## src/rtl/cq_pkg.sv

```systemverilog
`timescale 1ns/1ps
package cq_pkg;

  parameter int unsigned CQ_DEPTH   = 6;
  parameter int unsigned CQ_TAG_W   = 4;
  parameter int unsigned CQ_REG_W   = 5;
  parameter int unsigned CQ_RB_W    = 3;
  parameter int unsigned CQ_FIN_PORTS = 2;

  // Advance a circular slot index by inc (inc < depth).
  function automatic int unsigned cq_wrap(int unsigned p, int unsigned inc,
                                          int unsigned depth);
    int unsigned s;
    s = p + inc;
    if (s >= depth) s = s - depth;
    return s;
  endfunction

endpackage

```

## src/rtl/cq_alloc.sv

```systemverilog
`timescale 1ns/1ps
module cq_alloc
  import cq_pkg::*;
#(
  parameter int unsigned DEPTH = CQ_DEPTH,
  parameter int unsigned PTR_W = $clog2(DEPTH),
  parameter int unsigned CNT_W = $clog2(DEPTH + 1)
) (
  input  logic             flush,
  input  logic [1:0]       disp_valid,
  input  logic [CNT_W-1:0] occ_q,
  input  logic [PTR_W-1:0] tail_q,
  output logic [1:0]       accept,
  output logic [PTR_W-1:0] wr_ptr0,
  output logic [PTR_W-1:0] wr_ptr1
);

  logic [CNT_W-1:0] free_slots;

  // Vacancy comes from the registered occupancy only, so slots released by
  // retirement this cycle are not offered until the next one.
  always_comb begin
    free_slots = CNT_W'(DEPTH) - occ_q;
    accept[0]  = !flush && disp_valid[0] && (free_slots >= CNT_W'(1));
    accept[1]  = accept[0] && disp_valid[1] && (free_slots >= CNT_W'(2));
    wr_ptr0    = tail_q;
    wr_ptr1    = PTR_W'(cq_wrap(int'(tail_q), 1, DEPTH));
  end

endmodule

```

## src/rtl/cq_retire.sv

```systemverilog
`timescale 1ns/1ps
module cq_retire
  import cq_pkg::*;
#(
  parameter int unsigned DEPTH = CQ_DEPTH,
  parameter int unsigned PTR_W = $clog2(DEPTH)
) (
  input  logic             flush,
  input  logic [DEPTH-1:0] ent_vld,
  input  logic [DEPTH-1:0] ent_done,
  input  logic [PTR_W-1:0] head_q,
  output logic [1:0]       retire,
  output logic [PTR_W-1:0] rd_ptr0,
  output logic [PTR_W-1:0] rd_ptr1
);

  // Only the two bottom slots are looked at; the second is chained on the first.
  always_comb begin
    rd_ptr0   = head_q;
    rd_ptr1   = PTR_W'(cq_wrap(int'(head_q), 1, DEPTH));
    retire[0] = !flush && ent_vld[rd_ptr0] && ent_done[rd_ptr0];
    retire[1] = retire[0] && ent_vld[rd_ptr1] && ent_done[rd_ptr1];
  end

endmodule

```

## src/rtl/cq_ptrs.sv

```systemverilog
`timescale 1ns/1ps
module cq_ptrs
  import cq_pkg::*;
#(
  parameter int unsigned DEPTH = CQ_DEPTH,
  parameter int unsigned PTR_W = $clog2(DEPTH),
  parameter int unsigned CNT_W = $clog2(DEPTH + 1)
) (
  input  logic             clk,
  input  logic             rst_n,
  input  logic             flush,
  input  logic [1:0]       accept,
  input  logic [1:0]       retire,
  output logic [PTR_W-1:0] head_q,
  output logic [PTR_W-1:0] tail_q,
  output logic [CNT_W-1:0] occ_q
);

  logic [PTR_W-1:0] head_d, tail_d;
  logic [CNT_W-1:0] occ_d;
  logic [CNT_W-1:0] n_acc, n_ret;
  logic             upd_en;

  always_comb begin
    n_acc  = CNT_W'(accept[0]) + CNT_W'(accept[1]);
    n_ret  = CNT_W'(retire[0]) + CNT_W'(retire[1]);
    upd_en = flush || (|accept) || (|retire);
    if (flush) begin
      head_d = '0;
      tail_d = '0;
      occ_d  = '0;
    end else begin
      head_d = PTR_W'(cq_wrap(int'(head_q), int'(n_ret), DEPTH));
      tail_d = PTR_W'(cq_wrap(int'(tail_q), int'(n_acc), DEPTH));
      occ_d  = occ_q + n_acc - n_ret;
    end
  end

  always_ff @(posedge clk or negedge rst_n) begin
    if (!rst_n) begin
      head_q <= '0;
      tail_q <= '0;
      occ_q  <= '0;
    end else if (upd_en) begin
      head_q <= head_d;
      tail_q <= tail_d;
      occ_q  <= occ_d;
    end
  end

endmodule

```

## src/rtl/cq_slots.sv

```systemverilog
`timescale 1ns/1ps
module cq_slots
  import cq_pkg::*;
#(
  parameter int unsigned DEPTH = CQ_DEPTH,
  parameter int unsigned TAG_W = CQ_TAG_W,
  parameter int unsigned REG_W = CQ_REG_W,
  parameter int unsigned RB_W  = CQ_RB_W,
  parameter int unsigned NFIN  = CQ_FIN_PORTS,
  parameter int unsigned PTR_W = $clog2(DEPTH)
) (
  input  logic                         clk,
  input  logic                         rst_n,
  input  logic                         flush,
  input  logic [1:0]                   wr_en,
  input  logic [PTR_W-1:0]             wr_ptr0,
  input  logic [PTR_W-1:0]             wr_ptr1,
  input  logic [TAG_W-1:0]             wr_tag0,
  input  logic [REG_W-1:0]             wr_dst0,
  input  logic [RB_W-1:0]              wr_rb0,
  input  logic [TAG_W-1:0]             wr_tag1,
  input  logic [REG_W-1:0]             wr_dst1,
  input  logic [RB_W-1:0]              wr_rb1,
  input  logic [1:0]                   clr_en,
  input  logic [PTR_W-1:0]             clr_ptr0,
  input  logic [PTR_W-1:0]             clr_ptr1,
  input  logic [NFIN-1:0]              fin_valid,
  input  logic [NFIN*TAG_W-1:0]        fin_tag,
  output logic [DEPTH-1:0]             ent_vld,
  output logic [DEPTH-1:0]             ent_done,
  output logic [DEPTH-1:0][TAG_W-1:0]  ent_tag,
  output logic [DEPTH-1:0][REG_W-1:0]  ent_dst,
  output logic [DEPTH-1:0][RB_W-1:0]   ent_rb
);

  for (genvar g = 0; g < DEPTH; g++) begin : g_slot
    logic             ld0, ld1, ld, clr, hit;
    logic             vld_d, done_d;
    logic [TAG_W-1:0] tag_d;
    logic [REG_W-1:0] dst_d;
    logic [RB_W-1:0]  rb_d;

    always_comb begin
      ld0 = wr_en[0] && (wr_ptr0 == PTR_W'(g));
      ld1 = wr_en[1] && (wr_ptr1 == PTR_W'(g));
      ld  = ld0 || ld1;
      clr = (clr_en[0] && (clr_ptr0 == PTR_W'(g))) ||
            (clr_en[1] && (clr_ptr1 == PTR_W'(g)));
      hit = 1'b0;
      for (int f = 0; f < int'(NFIN); f++) begin
        if (fin_valid[f] && (fin_tag[f*TAG_W +: TAG_W] == ent_tag[g])) hit = 1'b1;
      end
      if (flush) begin
        vld_d  = 1'b0;
        done_d = 1'b0;
      end else if (ld) begin
        vld_d  = 1'b1;
        done_d = 1'b0;
      end else if (clr) begin
        vld_d  = 1'b0;
        done_d = 1'b0;
      end else begin
        vld_d  = ent_vld[g];
        done_d = ent_done[g] || (ent_vld[g] && hit);
      end
      tag_d = ld1 ? wr_tag1 : wr_tag0;
      dst_d = ld1 ? wr_dst1 : wr_dst0;
      rb_d  = ld1 ? wr_rb1  : wr_rb0;
    end

    always_ff @(posedge clk or negedge rst_n) begin
      if (!rst_n) begin
        ent_vld[g]  <= 1'b0;
        ent_done[g] <= 1'b0;
      end else begin
        ent_vld[g]  <= vld_d;
        ent_done[g] <= done_d;
      end
    end

    // Payload needs no reset: it is only read behind a valid bit.
    always_ff @(posedge clk) begin
      if (ld && !flush) begin
        ent_tag[g] <= tag_d;
        ent_dst[g] <= dst_d;
        ent_rb[g]  <= rb_d;
      end
    end
  end

endmodule

```

## src/rtl/completion_queue.sv

```systemverilog
`timescale 1ns/1ps
module completion_queue
  import cq_pkg::*;
#(
  parameter int unsigned DEPTH = CQ_DEPTH,
  parameter int unsigned TAG_W = CQ_TAG_W,
  parameter int unsigned REG_W = CQ_REG_W,
  parameter int unsigned RB_W  = CQ_RB_W,
  parameter int unsigned NFIN  = CQ_FIN_PORTS
) (
  input  logic                  clk,
  input  logic                  rst_n,
  input  logic                  flush,
  input  logic [1:0]            disp_valid,
  input  logic [TAG_W-1:0]      disp0_tag,
  input  logic [REG_W-1:0]      disp0_dst,
  input  logic [RB_W-1:0]       disp0_rb,
  input  logic [TAG_W-1:0]      disp1_tag,
  input  logic [REG_W-1:0]      disp1_dst,
  input  logic [RB_W-1:0]       disp1_rb,
  output logic [1:0]            disp_accept,
  input  logic [NFIN-1:0]       fin_valid,
  input  logic [NFIN*TAG_W-1:0] fin_tag,
  output logic [1:0]            ret_valid,
  output logic [TAG_W-1:0]      ret0_tag,
  output logic [REG_W-1:0]      ret0_dst,
  output logic [RB_W-1:0]       ret0_rb,
  output logic [TAG_W-1:0]      ret1_tag,
  output logic [REG_W-1:0]      ret1_dst,
  output logic [RB_W-1:0]       ret1_rb
);

  localparam int unsigned PTR_W = $clog2(DEPTH);
  localparam int unsigned CNT_W = $clog2(DEPTH + 1);

  logic [PTR_W-1:0]            head_q, tail_q;
  logic [CNT_W-1:0]            occ_q;
  logic [PTR_W-1:0]            wr_ptr0, wr_ptr1, rd_ptr0, rd_ptr1;
  logic [1:0]                  accept, retire;
  logic [DEPTH-1:0]            ent_vld, ent_done;
  logic [DEPTH-1:0][TAG_W-1:0] ent_tag;
  logic [DEPTH-1:0][REG_W-1:0] ent_dst;
  logic [DEPTH-1:0][RB_W-1:0]  ent_rb;

  cq_alloc #(.DEPTH(DEPTH), .PTR_W(PTR_W), .CNT_W(CNT_W)) u_alloc (
    .flush      (flush),
    .disp_valid (disp_valid),
    .occ_q      (occ_q),
    .tail_q     (tail_q),
    .accept     (accept),
    .wr_ptr0    (wr_ptr0),
    .wr_ptr1    (wr_ptr1)
  );

  cq_retire #(.DEPTH(DEPTH), .PTR_W(PTR_W)) u_retire (
    .flush    (flush),
    .ent_vld  (ent_vld),
    .ent_done (ent_done),
    .head_q   (head_q),
    .retire   (retire),
    .rd_ptr0  (rd_ptr0),
    .rd_ptr1  (rd_ptr1)
  );

  cq_ptrs #(.DEPTH(DEPTH), .PTR_W(PTR_W), .CNT_W(CNT_W)) u_ptrs (
    .clk    (clk),
    .rst_n  (rst_n),
    .flush  (flush),
    .accept (accept),
    .retire (retire),
    .head_q (head_q),
    .tail_q (tail_q),
    .occ_q  (occ_q)
  );

  cq_slots #(.DEPTH(DEPTH), .TAG_W(TAG_W), .REG_W(REG_W), .RB_W(RB_W),
             .NFIN(NFIN), .PTR_W(PTR_W)) u_slots (
    .clk       (clk),
    .rst_n     (rst_n),
    .flush     (flush),
    .wr_en     (accept),
    .wr_ptr0   (wr_ptr0),
    .wr_ptr1   (wr_ptr1),
    .wr_tag0   (disp0_tag),
    .wr_dst0   (disp0_dst),
    .wr_rb0    (disp0_rb),
    .wr_tag1   (disp1_tag),
    .wr_dst1   (disp1_dst),
    .wr_rb1    (disp1_rb),
    .clr_en    (retire),
    .clr_ptr0  (rd_ptr0),
    .clr_ptr1  (rd_ptr1),
    .fin_valid (fin_valid),
    .fin_tag   (fin_tag),
    .ent_vld   (ent_vld),
    .ent_done  (ent_done),
    .ent_tag   (ent_tag),
    .ent_dst   (ent_dst),
    .ent_rb    (ent_rb)
  );

  always_comb begin
    disp_accept = accept;
    ret_valid   = retire;
    ret0_tag    = ent_tag[rd_ptr0];
    ret0_dst    = ent_dst[rd_ptr0];
    ret0_rb     = ent_rb[rd_ptr0];
    ret1_tag    = ent_tag[rd_ptr1];
    ret1_dst    = ent_dst[rd_ptr1];
    ret1_rb     = ent_rb[rd_ptr1];
  end

endmodule

```

## config.mk

```make
export PLATFORM = sky130hd
export DESIGN_NAME = completion_queue
export DESIGN_NICKNAME = d
export VERILOG_FILES = /design/src/rtl/cq_pkg.sv /design/src/rtl/cq_alloc.sv /design/src/rtl/cq_retire.sv /design/src/rtl/cq_ptrs.sv /design/src/rtl/cq_slots.sv /design/src/rtl/completion_queue.sv
export SDC_FILE = /design/constraint.sdc
export NUM_CORES = 1
export LEC_CHECK = 0
export BUFFER_PORTS_ARGS = -buffer_cell sky130_fd_sc_hd__buf_2
export CAP_MARGIN = 20
export CELL_PAD_IN_SITES_DETAIL_PLACEMENT = 0
export CELL_PAD_IN_SITES_GLOBAL_PLACEMENT = 1
export CORE_MARGIN = 2
export CORE_UTILIZATION = 52
export CTS_CLUSTER_DIAMETER = 60
export CTS_CLUSTER_SIZE = 16
export DETAILED_ROUTE_END_ITERATION = 8
export PLACE_DENSITY = 0.82
export RECOVER_POWER = 25
export SLEW_MARGIN = 5
export SYNTH_ARGS = -nofsm -noshare
export SYNTH_HDL_FRONTEND = slang
export SYNTH_SLANG_ARGS = --single-unit
```

## constraint.sdc

```tcl
create_clock -name clk -period 6.4 [get_ports clk]
set_clock_uncertainty 0.05 [all_clocks]
set_input_delay 0 -clock clk [delete_from_list [all_inputs] [get_ports clk]]
set_output_delay 0 -clock clk [all_outputs]
set_load 0.005 [all_outputs]
```

# Word level (Yosys, flattened, before mapping)
# Cells that the tools add are included.
dict set report classes {
  add_sub_neg 13
  multipliers 0
  div 0
  order_cmp 8
  eq_ne 32
  shifts 0
  n_mux 93
  bitwise_logic 0
  reduce_logical 89
}
# operator count
set ops {}
lappend ops {{logical AND 1 bit} 56}
lappend ops {{two-way mux 1 bit} 52}
lappend ops {{equality test 4 bit} 12}
lappend ops {{two-way mux 3 bit} 15}
lappend ops {{two-way mux 5 bit} 8}
lappend ops {{two-way mux 4 bit} 8}
lappend ops {{binary-select mux 5 bit (select 3 bit)} 2}
lappend ops {{binary-select mux 4 bit (select 3 bit)} 2}
lappend ops {{equality test 3 x 2 -> 1 bit (second input constant)} 8}
lappend ops {{equality test 3 bit (second input constant)} 8}
lappend ops {{logical OR 1 bit} 20}
lappend ops {{binary-select mux 3 bit (select 3 bit)} 2}
lappend ops {{nonzero test 3 bit} 6}
lappend ops {{>= comparator 4 x 3 -> 1 bit (second input constant)} 4}
lappend ops {{binary-select mux 1 bit (select 3 bit)} 4}
lappend ops {{equality test 3 x 1 -> 1 bit (second input constant)} 4}
lappend ops {{zero test 3 bit} 4}
lappend ops {{subtractor 3 bit (second input constant)} 4}
lappend ops {{adder 3 x 1 -> 4 bit (second input constant)} 2}
lappend ops {{adder 3 x 2 -> 4 bit} 2}
lappend ops {{< comparator 3 x 4 -> 1 bit (second input constant)} 2}
lappend ops {{adder 1 x 1 -> 2 bit} 2}
lappend ops {{OR reduction 2 bit} 2}
lappend ops {{adder 3 bit} 1}
lappend ops {{other kinds (5)} 5}
dict set report word_totals {
  reg_bits 93
  latchBits 0
  ramBits 0
  romBits 0
  in_bits 39
  out_inout_bits 28
  elab_cells 268
  n_memories 0
}

# Depth between registers and ports, before layout
# Gate-level depths: netlist (run 1).
dict set report depth {
  word_depth 12
  depth_mapped 19
  ltp_nobuf 15
}

# Cells and area by module
# A second synthesis (run 1) with hierarchy kept.
dict set report unflattened {
  cells_unflattened 595
  hier_area_um2 6931.6
}
# module instances cells_each area_each_um2 seq_area_each_um2
set modules_own_cells {}
lappend modules_own_cells {cq_slots 1 308 4440.5 2462.4}
lappend modules_own_cells {completion_queue 1 141 1238.7 0.0}
lappend modules_own_cells {cq_ptrs 1 75 734.5 225.2}
lappend modules_own_cells {cq_retire 1 41 307.8 0.0}
lappend modules_own_cells {cq_alloc 1 30 210.2 0.0}

# Worst setup path after synthesis (run 1)
# Ideal clock, no wire load.
dict set report synth_path {
  kind {reg2reg}
  startpoint {register u_ptrs.head_q[2]}
  endpoint {register u_ptrs.occ_q[2]}
  arrival_ns 4.058
  required_time_ns 6.272
  setup_slack_ns 2.214
  stages_incl_launch_ff 19
  n_path_buf 3
  synth_period_minus_slack_ns 4.186
  cell_sequence {dfrtp_1 -> inv_1 -> clkbuf_1 -> buf_1 -> ha_1 -> and2_1 -> clkbuf_1 -> a221oi_2 -> o21ai_0 -> a211oi_1 -> ha_1 -> ha_1 -> inv_1 -> ha_1 -> inv_1 -> fa_1 -> xnor2_1 -> a21bo_2 -> a21oi_1}
}
dict set report synth_via {
  elab_chain_len 10
  word_cells_on_any_way 21
}
# item line_no
set synth_lines {}
lappend synth_lines {{from (decl)} cq_ptrs.sv:14} ;# output logic [PTR_W-1:0] head_q,
lappend synth_lines {{from (signal assigned)} cq_ptrs.sv:41} ;# head_q <= '0;
lappend synth_lines {{from (signal assigned)} cq_ptrs.sv:45} ;# head_q <= head_d;
lappend synth_lines {{adder 3 x 1 -> 4 bit} cq_pkg.sv:14} ;# s = p + inc;
lappend synth_lines {{>= comparator 4 x 3 -> 1 bit / subtractor 3 bit (equally long branches)} cq_pkg.sv:15} ;# if (s >= depth) s = s - depth;
lappend synth_lines {{two-way mux 3 bit} cq_pkg.sv:15}
lappend synth_lines {{binary-select mux 1 bit (select 3 bit)} cq_retire.sv:22} ;# retire[1] = retire[0] && ent_vld[rd_ptr1] && ent_done[rd_ptr1];
lappend synth_lines {{two-way mux 1 bit (not written as such)} cq_retire.sv:22}
lappend synth_lines {{logical AND 1 bit} cq_retire.sv:22}
lappend synth_lines {{logical AND 1 bit *} cq_retire.sv:22}
lappend synth_lines {{via ret_valid[1]} completion_queue.sv:24} ;# output logic [1:0] ret_valid,
lappend synth_lines {{adder 1 x 1 -> 2 bit} cq_ptrs.sv:26} ;# n_ret = CNT_W'(retire[0]) + CNT_W'(retire[1]);
lappend synth_lines {{subtractor 3 bit} cq_ptrs.sv:35} ;# occ_d = occ_q + n_acc - n_ret;
lappend synth_lines {{two-way mux 3 bit} cq_ptrs.sv:28} ;# if (flush) begin
lappend synth_lines {{to (signal assigned)} cq_ptrs.sv:43} ;# occ_q <= '0;
lappend synth_lines {{to (signal assigned)} cq_ptrs.sv:47} ;# occ_q <= occ_d;
lappend synth_lines {{to (decl)} cq_ptrs.sv:16} ;# output logic [CNT_W-1:0] occ_q
# Mark *: on every way through the listed nets, which the timed path passes. The rest lies on a longest branch. The select of a mux whose other input is x is not followed.
# A chain may end at the register's enable or synchronous reset.

# Worst setup path after layout (run 1)
dict set report layout_path {
  startpoint {register u_ptrs.head_q[0]}
  endpoint {register u_ptrs.occ_q[2]}
}
dict set report layout_via {
  elab_chain_len 10
  word_cells_on_any_way 21
}
# item line_no
set layout_lines {}
lappend layout_lines {{adder 3 x 1 -> 4 bit} cq_pkg.sv:14}
lappend layout_lines {{>= comparator 4 x 3 -> 1 bit / subtractor 3 bit (equally long branches)} cq_pkg.sv:15}
lappend layout_lines {{two-way mux 3 bit} cq_pkg.sv:15}
lappend layout_lines {{binary-select mux 1 bit (select 3 bit)} cq_retire.sv:22}
lappend layout_lines {{two-way mux 1 bit (not written as such)} cq_retire.sv:22}
lappend layout_lines {{logical AND 1 bit (2 in a row)} cq_retire.sv:22}
lappend layout_lines {{adder 1 x 1 -> 2 bit} cq_ptrs.sv:26}
lappend layout_lines {{subtractor 3 bit} cq_ptrs.sv:35}
lappend layout_lines {{two-way mux 3 bit} cq_ptrs.sv:28}
# Several ways; a longest one is shown, not always the timed one. The select of a mux whose other input is x is not followed.

==> results of run 1 <==
==> flip-flops by register name, summed over array words and instances, names as in the netlist <==
| signal | count |
|---|---|
| u_ptrs.head_q | 3 |
| u_ptrs.occ_q | 3 |
| u_ptrs.tail_q | 3 |
| u_slots.ent_done | 6 |
| u_slots.ent_dst | 30 |
| u_slots.ent_rb | 18 |
| u_slots.ent_tag | 24 |
| u_slots.ent_vld | 6 |
==> cell type report <==
type	instances	area share (%)
multi-input cells	437	48.40
flip-flops and latches	93	34.62
repair buffers	109	9.446
clock buffers	10	2.950
well taps	172	2.772
inverters	21	1.015
clock inverters	5	0.7898
==> cells by family after synthesis <==
logic type | Yosys count
fa+ha+maj | 26
xor+xnor | 53
flops | 93
mux | 140
buf+inv | 60
simple gates | 116
compound gates | 102
==> Yosys cell counts (all sizes together), types with 8 or more instances <==
| library cell | count |
|---|---|
| a21oi | 17 |
| and2 | 8 |
| buf | 17 |
| clkbuf | 22 |
| dfrtp | 21 |
| edfxtp | 72 |
| ha | 22 |
| inv | 21 |
| mux2 | 74 |
| mux2i | 52 |
| mux4 | 14 |
| nand2 | 43 |
| nand3 | 23 |
| nor2 | 14 |
| o21ai | 29 |
| o22a | 12 |
| xnor2 | 50 |
==> stage by stage <==
step                setup WS [ns]  power, mW  cell area, sq um
floorplan                   2.214     0.8760              6690
global placement            1.870     0.9543              7123
detailed placement          1.739     0.9624              7123
CTS                         1.726      1.511              7774
global route               0.7417      1.569              7762
finish                      1.234      1.508              7762
==> layout by cell type (no fill, tap or decap), types with 3 or more instances in the layout <==
cell type,n
a211oi_1,4
a21oi_1,17
a31oi_1,4
and2_1,7
and3_1,3
buf_2,56
buf_4,5
clkbuf_1,10
clkbuf_16,9
clkinvlp_4,3
dfrtp_1,21
dlygate4sd3_1,36
edfxtp_1,72
fa_1,4
ha_1,22
inv_1,20
mux2_2,74
mux2i_1,51
mux4_2,14
nand2_1,43
nand3_1,23
nand3b_1,4
nand4_1,4
nor2_1,14
nor3_1,6
nor3b_1,3
o211ai_1,4
o21ai_0,29
o22a_1,12
o22ai_1,6
xnor2_1,50
xor2_1,3
==> power by group through the flow <==
stage / Sequential (mW) / Combinational (mW) / Clock (mW)
after global placement: 0.709 / 0.245 / 0
after CTS: 0.698 / 0.272 / 0.542
final: 0.698 / 0.271 / 0.538
after global routing: 0.700 / 0.298 / 0.571
after floorplan: 0.704 / 0.172 / 0
after detailed placement: 0.710 / 0.252 / 0
==> layer usage <==
metal	routed length (um)	track usage [%]	share of wire, %
met5	0	0	0
met2	8823	44.33	48
met4	434	11.60	2.4
met1	7986	37.53	43
met3	1176	4.134	6.4
==> path summary, 6_finish.rpt <==
| check | endpoint | slack (ns) | cells past startpoint | from |
|---|---|---|---|---|
| setup / recovery | u_ptrs.occ_q[2]$_DFFE_PN0P_ | 1.23 | 15 | u_ptrs.head_q[0]$_DFFE_PN0P_ |
| hold / removal | u_slots.ent_tag[22]$_DFFE_PP_ | 0.005 | 2 | disp1_tag[2] |
| setup reg to reg | u_ptrs.occ_q[2]$_DFFE_PN0P_ | 1.23 | 15 | u_ptrs.head_q[0]$_DFFE_PN0P_ |
| hold reg to reg | u_slots.ent_vld[4]$_DFFE_PN0P_ | 0.50 | 1 | u_slots.ent_vld[4]$_DFFE_PN0P_ |
| max in group asynchronous | u_ptrs.head_q[2]$_DFFE_PN0P_ | 5.13 | 2 | rst_n |
| min in group asynchronous | u_slots.ent_done[4]$_DFF_PN0_ | 0.41 | 2 | rst_n |
==> out/qor.yml, run 1 <==
critPathRequiredTime_ns: 6.62
core_sq_um: 12570
syn_area_sq_um: 6690
cts_setup_buffers: 0
clockRootBuffer: "clkbuf_16"
drive_gt1_share_pct: 25.63
nets: 736
synth_adder_area_share_pct: 5.311
slowest_stage: "dfrtp_1"
async_reset_ff_share_pct: 22.58
drt_iter0_markers: 535
grt_usage_pct: 27.60
start_util_pct: 53.23
routed_wl_um: 18420
vias: 5177
slew_headroom_pct: 4.868
grt_pass1_wl_um: 29270
crit_arrival_ns: 5.38
peakVddDrop_uv: 165.5
cts_max_path_buffers: 2
tritoncts: "yes"
ys_seq_area_share_pct: 40.17
dieArea_sq_um: 13790
diodes: 0
cts_buffers: 9
grt_max_degree: 32
ys_ff_latch: 93
maxSlewViolCount: 0
cp_cell_sequence: "inv_2 -> ha_1 -> and2_1 -> a221oi_2 -> o21ai_0 -> a211oi_1 -> ha_1 -> ha_1 -> inv_1 -> ha_1 -> inv_1 -> fa_1 -> xnor2_1 -> a21bo_2 -> a21oi_1"
synth_top_family_by_area: "multiplexers"
netlist.area_leader.share_pct: 32.32
crit_top_cell: "ha_1"
worst_setup_path_end_kind: "flop"
gr-total-overflow: 0
whs_ns: 0.005111
clk_latency_ns: 0.35
final-setup-viol-count: 0
die_y_um: 117.4
stdcell_count: 847
first_global_vias: 5371
gp_congestion: 0.9106
rsz0062_at_grt: "no"
fmax_mhz: 193.6
final-hold-violation-count: 0
cts_num_sinks: 93
hp-class: "in -> reg"
drcViolationCount: 0
synth_compound_area_share_pct: 10.42
synth-xor-area-share_pct: 6.938
worst_path_largest_cell_delay_ns: 1.29
dp_hpwl_um: 11880
yosys.area.top_type: "edfxtp_1"
row_count: 41
dp.cells: 795
multiInputGateArea_sq_um: 3757
syn-num-nets: 655
synth_cell_types: 58
ys_warn_count: 0
antenna_left: 0
p_leak_nw: 2.807
synthTopCellsByArea: "edfxtp_1 32%, mux2_2 12%, dfrtp_1 7.9%"
area_delta_synth_final_pct: 16.03
period_needed_ns: 5.166
worstSetupPathType: "reg -> reg"
cts-resized-gates: 0
viasPerCell: 6.112
worstSetupStartpointType: "flop"
syn_inst: 590
pwr-share-seq_pct: 46.3
fin_tns_setup_ns: 0
p_comb_share_pct: 18.0
p_int_mw: 1.112
port_buffers: 66
tightestPinTransition_ns: 1.427
crit_fanout: 31
cap_viol_max_count: 0
run_status: "finished, final reports clean"
switchingPower_uw: 396.2
cts.clk_slew.worst_paths_ns: 0.07
die_w_um: 117.4
n_fill_cell: 1034
synth_flop_cell: "edfxtp_1"
fin_crit_sh_pct: 80.72
synth.area.mux_share_pct: 24.95
final_util_pct: 61.76
synth_edf_count: 72
yosys.area_share.simple_pct: 8.603
power_density_nw_per_um2: 194.2
dr.pass1.iters: 5
path_buf_inv: 3
avgRoutedWirePerCell_um: 21.75
sw_frac_of_total_pct: 26.28
power_frac_clock_pct: 35.7
path_delay_family: "adder cells"
holdBufCountCts: 36
syn_avg_cell_area_sq_um: 11.34
io_pins: 67
antenna_found_initial: 0
htree_levels: 3
regArea_sq_um: 2688
(Power assumes the default switching activity.)
==> inputs of run 2 (changes only) <==
--- a/config.mk
+++ b/config.mk
@@ -5,16 +5,17 @@
 export SDC_FILE = /design/constraint.sdc
 export NUM_CORES = 1
 export LEC_CHECK = 0
+export ABC_AREA = 1
 export BUFFER_PORTS_ARGS = -buffer_cell sky130_fd_sc_hd__buf_2
 export CAP_MARGIN = 20
 export CELL_PAD_IN_SITES_DETAIL_PLACEMENT = 0
 export CELL_PAD_IN_SITES_GLOBAL_PLACEMENT = 1
 export CORE_MARGIN = 2
-export CORE_UTILIZATION = 52
+export CORE_UTILIZATION = 40
 export CTS_CLUSTER_DIAMETER = 60
 export CTS_CLUSTER_SIZE = 16
 export DETAILED_ROUTE_END_ITERATION = 8
-export PLACE_DENSITY = 0.82
+export PLACE_DENSITY = 0.73
 export RECOVER_POWER = 25
 export SLEW_MARGIN = 5
 export SYNTH_ARGS = -nofsm -noshare
==> constraint.sdc (replaced) <==
create_clock -name clk -period 4.3 [get_ports clk]
set_clock_uncertainty 0.05 [all_clocks]
set_input_delay 0 -clock clk [delete_from_list [all_inputs] [get_ports clk]]
set_output_delay 0 -clock clk [all_outputs]
set_load 0.005 [all_outputs]
==> run 2 against run 1 <==
Net effect: register-to-register slack lost 0.78 ns; sequential power increased by 66%; cell count grew 41%.
==> out/qor.yml, run 2 <==
vias: 6340
worstSetupStartpointType: "flop"
dp_hpwl_um: 15420
cts_max_path_buffers: 2
grt_usage_pct: 25.49
slew_headroom_pct: 17.08
first_global_vias: 6108
crit_arrival_ns: 4.09
htree_levels: 3
viasPerCell: 5.310
crit_fanout: 52
diodes: 0
run_status: "finished, final reports clean"
dr.pass1.iters: 5
fin_tns_setup_ns: 0
syn_inst: 889
maxSlewViolCount: 0
area_delta_synth_final_pct: 15.10
drt_iter0_markers: 616
power_density_nw_per_um2: 350.2
gr-total-overflow: 0
worstSetupPathType: "reg -> reg"
dp.cells: 1153
netlist.area_leader.share_pct: 32.10
yosys.area.top_type: "edfxtp_1"
nets: 1034
cts-resized-gates: 0
peakVddDrop_uv: 195.5
p_leak_nw: 3.447
async_reset_ff_share_pct: 22.58
die_y_um: 133.8
port_buffers: 66
cts_buffers: 9
cap_viol_max_count: 0
period_needed_ns: 3.848
final-hold-violation-count: 0
syn-num-nets: 954
row_count: 47
fin_crit_sh_pct: 89.48
tritoncts: "yes"
routed_wl_um: 21940
stdcell_count: 1194
synthTopCellsByArea: "edfxtp_1 32%, nand2_1 13%, o21ai_0 9.7%"
rsz0062_at_grt: "no"
die_w_um: 133.8
ys_ff_latch: 93
final-setup-viol-count: 0
gp_congestion: 0.8561
grt_max_degree: 53
avgRoutedWirePerCell_um: 18.37
clockRootBuffer: "clkbuf_16"
cts_num_sinks: 93
syn_area_sq_um: 6736
core_sq_um: 16520
regMostFlops: "u_slots.ent_dst"
critPathRequiredTime_ns: 4.54
fmax_mhz: 259.9
yosysMostFrequentCell: "nand2_1"
mostFrequentLayoutCells: "232 x nand2_1, 131 x o21ai_0, 121 x inv_1"
syn_avg_cell_area_sq_um: 7.578
io_pins: 67
start_util_pct: 40.77
final_common_cell: "nand2_1"
grt_pass1_wl_um: 34580
drive_gt1_share_pct: 11.60
synthTopCellsByCount: "229 x nand2_1, 131 x o21ai_0, 120 x inv_1"
synth_cell_types: 42
ys_seq_area_share_pct: 39.90
reg_top3: "u_slots.ent_dst: 30 flops, u_slots.ent_tag: 24 flops, u_slots.ent_rb: 18 flops"
synth_edf_count: 72
hp-class: "in -> reg"
tightestPinTransition_ns: 1.244
antenna_left: 0
dieArea_sq_um: 17900
antenna_found_initial: 0
worst_setup_path_end_kind: "flop"
synth_flop_cell: "edfxtp_1"
largest_reg_flops: 30
cts.clk_slew.worst_paths_ns: 0.07
drcViolationCount: 0
cts_setup_buffers: 0
ys_warn_count: 0
clk_latency_ns: 0.35
==> run 2: cell families (layout without fill, tap and decap cells) <==
group	count (synthesis)	in the layout	share of synthesized area [%]
compound gates	254	254	21.66
xor+xnor	9	9	1.170
fa+ha+maj	26	26	5.275
buf+inv	166	251	10.10
flops	93	93	39.90
mux	1	1	0.1486
simple gates	340	340	21.75
==> run 2: cell type report <==
class / count / area, sq um
flip-flops and latches: 93 / 2689
repair buffers: 108 / 688.2
fillers: 1658 / 8771
clock inverters: 7 / 65.06
inverters: 127 / 476.7
clock buffers: 9 / 225.2
well taps: 220 / 275.3
multi-input cells: 630 / 3334
==> run 2: power by group <==
part	switching [mW]	internal (mW)
Clock	0.343	0.448
Sequential	0.0749	1.09
Combinational	0.487	0.277
Total	0.905	1.81
==> run 2: timing repair <==
action,4_1_cts,5_1_grt
hold buffers,25,0
hold endpoints to repair,90,0
endpoints found under the setup margin,0,0
==> run 2: layer usage <==
| layer | routed length, um | vias to the layer above | GRT usage, % | part of all wire (%) |
|---|---|---|---|---|
| met3 | 1080 | 39 | 3.779 | 4.9 |
| li1 | - | 3169 | - | - |
| met1 | 9976 | 2913 | 34.52 | 45 |
| met5 | 0 | - | 0 | 0 |
| met2 | 10280 | 219 | 41.57 | 47 |
| met4 | 603 | 0 | 9.397 | 2.7 |
==> run 2: path summary, 6_finish.rpt <==
check                                              start                            end  slack (ns)  cells after the start
min in group asynchronous                          rst_n   u_ptrs.head_q[2]$_DFFE_PN0P_        0.39                      2
setup / recovery            u_ptrs.head_q[0]$_DFFE_PN0P_    u_ptrs.occ_q[2]$_DFFE_PN0P_        0.45                     20
max in group asynchronous                          rst_n   u_ptrs.head_q[0]$_DFFE_PN0P_        3.00                      2
setup reg to reg            u_ptrs.head_q[0]$_DFFE_PN0P_    u_ptrs.occ_q[2]$_DFFE_PN0P_        0.45                     20
hold reg to reg            u_slots.ent_done[1]$_DFF_PN0_  u_slots.ent_done[1]$_DFF_PN0_        0.48                      2
hold / removal                                     flush  u_slots.ent_done[3]$_DFF_PN0_        0.03                      4
==> run 2: stage by stage <==
step                worst slack (ns)  total power [mW]  area (sq um)  utilization [%]  hold slack [ns]
floorplan                     0.3926             1.664          6736                -          -0.3456
global placement              0.5827             1.937          7267            43.98         -0.03762
detailed placement            0.5488             1.937          7267            43.98         -0.03951
CTS                           0.5268             2.741          7807            47.25          0.03703
global route                  0.1080             2.887          7754            46.92          0.06204
finish                        0.4522             2.716          7754            46.92          0.03052
==> run 2: critical path: stages, from the launching register on <==
cell and delay, ns:
dfrtp_2 0.45, buf_4 0.51, nand2_1 0.13, nor2_1 0.12, nor2_1 0.05, nand2_1 0.05
nand2_1 0.04, nand2_1 0.06, nand2_1 0.13, inv_1 0.24, nand3_2 0.13, nor2_4 0.22
ha_1 0.30, ha_1 0.27, inv_1 0.05, ha_1 0.12, inv_1 0.05, fa_1 0.37
xor2_1 0.17, o21ai_0 0.14, o21a_1 0.13
==> inputs of run 3 (changes only) <==
--- a/config.mk
+++ b/config.mk
@@ -15,8 +15,9 @@
 export CTS_CLUSTER_DIAMETER = 60
 export CTS_CLUSTER_SIZE = 16
 export DETAILED_ROUTE_END_ITERATION = 8
-export PLACE_DENSITY = 0.73
+export PLACE_DENSITY = 0.83
 export RECOVER_POWER = 25
+export REMOVE_ABC_BUFFERS = 1
 export SLEW_MARGIN = 5
 export SYNTH_ARGS = -nofsm -noshare
 export SYNTH_HDL_FRONTEND = slang
==> run 3 against run 2 <==
Net effect: sequential power hardly changed; via count increased by 2.3%; non-clock buffer count grew 2; wire length is 1.8% lower; power rose by 3.3%.
==> out/qor.yml, run 3 (synthesis gave the netlist of run 2 again) <==
run_status: "finished, final reports clean"
cts_num_sinks: 93
min_from: "flush"
crit_top_cell: "nand2_1"
fin_tns_setup_ns: 0
worstHoldPathCells: 4
slew_headroom_pct: 14.82
reg_top3: "u_slots.ent_dst: 30 flops, u_slots.ent_tag: 24 flops, u_slots.ent_rb: 18 flops"
diodes: 0
crit_fanout: 54
clk_latency_ns: 0.35
gp_congestion: 0.9424
worstSetupPathType: "reg -> reg"
critPathRequiredTime_ns: 4.54
power_frac_clock_pct: 31.0
final-setup-viol-count: 0
grt_pass1_wl_um: 33570
routed_wl_um: 21560
worst_setup_path_end_kind: "flop"
mostFrequentLayoutCells: "230 x nand2_1, 132 x o21ai_0, 121 x inv_1"
vias: 6488
design_area_sq_um: 7810
place_area_sq_um: 7259
period_needed_ns: 3.803
dr.pass1.iters: 5
cp_cell_sequence: "buf_4 -> ha_1 -> nand2_1 -> nand2_2 -> nand2_4 -> nand2_1 -> nand2_1 -> nand2_1 -> nand2_1 -> nor2_4 -> ha_1 -> ha_1 -> inv_1 -> ha_1 -> inv_1 -> fa_1 -> xor2_1 -> o21ai_0 -> o21a_1"
grt_max_degree: 55
dieArea_sq_um: 17900
peakVddDrop_uv: 268.8
gr-total-overflow: 0
whs_ns: 0.01764
antenna_left: 0
final-hold-violation-count: 0
worstSetupStartpointType: "flop"
hp-class: "in -> reg"
maxSlewViolCount: 0
port_buffers: 66
tritoncts: "yes"
first_global_vias: 6074
row_count: 47
grt_usage_pct: 24.55
worst_path_largest_cell_delay_ns: 0.51
crit_arrival_ns: 4.04
finalWorstSetupSlack_ns: 0.4966
sw_frac_of_total_pct: 33.00
fmax_mhz: 262.9
drcViolationCount: 0
cts_max_path_buffers: 2
n_fill_cell: 1667
rsz0062_at_grt: "no"
r2r_cells: 19
clockRootBuffer: "clkbuf_16"
final_common_cell: "nand2_1"
p_total_mw: 2.806
slowest_stage: "buf_4"
pwr-share-seq_pct: 41.5
regMostFlops: "u_slots.ent_dst"
nets: 1036
r2r-start: "u_ptrs.head_q[0]$_DFFE_PN0P_"
worstSetupStartpoint: "u_ptrs.head_q[0]$_DFFE_PN0P_"
area_delta_synth_final_pct: 15.94
die_y_um: 133.8
viasPerCell: 5.425
antenna_found_initial: 0
start_util_pct: 40.77
dp_worst_setup_slack_ns: 0.5697
p_comb_share_pct: 27.5
switchingPower_uw: 926.1
largest_reg_flops: 30
cap_viol_max_count: 0
cts.clk_slew.worst_paths_ns: 0.07
cts_buffers: 9
fin_crit_sh_pct: 88.45
power_density_nw_per_um2: 359.3
drt_iter0_markers: 681
drive_gt1_share_pct: 11.48
io_pins: 67
htree_levels: 3
tightestPinTransition_ns: 1.278
dp_hpwl_um: 15190
avgRoutedWirePerCell_um: 18.02
p_int_mw: 1.880
core_sq_um: 16520
die_w_um: 133.8
p_leak_nw: 3.459
run 3: cell type report:
cell class              instances  area [sq um]  share of cell area, %
clock inverters                 5         85.08                  1.089
repair buffers                110         708.2                  9.068
well taps                     220         275.3                  3.525
clock buffers                  11         232.7                  2.980
inverters                     127         476.7                  6.104
flip-flops and latches         93          2688                  34.41
multi-input cells             630          3344                  42.82
run 3: critical path: cells and delay by family (launching register included):
kind	cells	cell delay [ns]
adder cells (fa/ha/maj)	5	1.32
AND/OR/NAND/NOR	8	0.85
buffers and inverters	3	0.62
flip-flops	1	0.47
AO/OA/AOI/OAI	2	0.27
XOR/XNOR	1	0.16
run 3: worst paths after layout:
path,to,slack (ns)
max,u_ptrs.occ_q[2]$_DFFE_PN0P_,0.50
min,u_slots.ent_done[3]$_DFF_PN0_,0.02
max reg2reg,u_ptrs.occ_q[2]$_DFFE_PN0P_,0.50
min reg2reg,u_slots.ent_done[5]$_DFF_PN0_,0.52
max in group asynchronous,u_slots.ent_done[4]$_DFF_PN0_,3.05
min in group asynchronous,u_slots.ent_vld[0]$_DFFE_PN0P_,0.40
run 3: timing repair:
action,4_1_cts,5_1_grt
gates resized for setup,0,0
setup endpoints to repair,0,0
hold endpoints to repair,91,0
hold buffers,28,0
buffers inserted,0,0
run 3: layer usage:
metal | part of all wire [%] | global-route usage [%] | vias up
li1 | - | - | 3169
met1 | 44 | 33.23 | 3001
met2 | 46 | 39.34 | 264
met3 | 6.2 | 3.477 | 54
met4 | 3.7 | 10.87 | 0
met5 | 0 | 0 | -
run 3: power groups by stage:
stage / combinational [mW] / clock [mW] / sequential [mW]
final: 0.773 / 0.870 / 1.16
after global routing: 0.869 / 0.911 / 1.17
after CTS: 0.786 / 0.876 / 1.16
after detailed placement: 0.762 / 0 / 1.18
after global placement: 0.758 / 0 / 1.18
after floorplan: 0.490 / 0 / 1.16
run 3: per-stage QoR:
step	utilization [%]	std cells
2_1_floorplan	-	850
3_3_place_gp	43.93	1152
3_5_place_dp	43.93	1152
4_1_cts	47.55	1196
5_1_grt	47.26	1196
6_report	47.26	1196
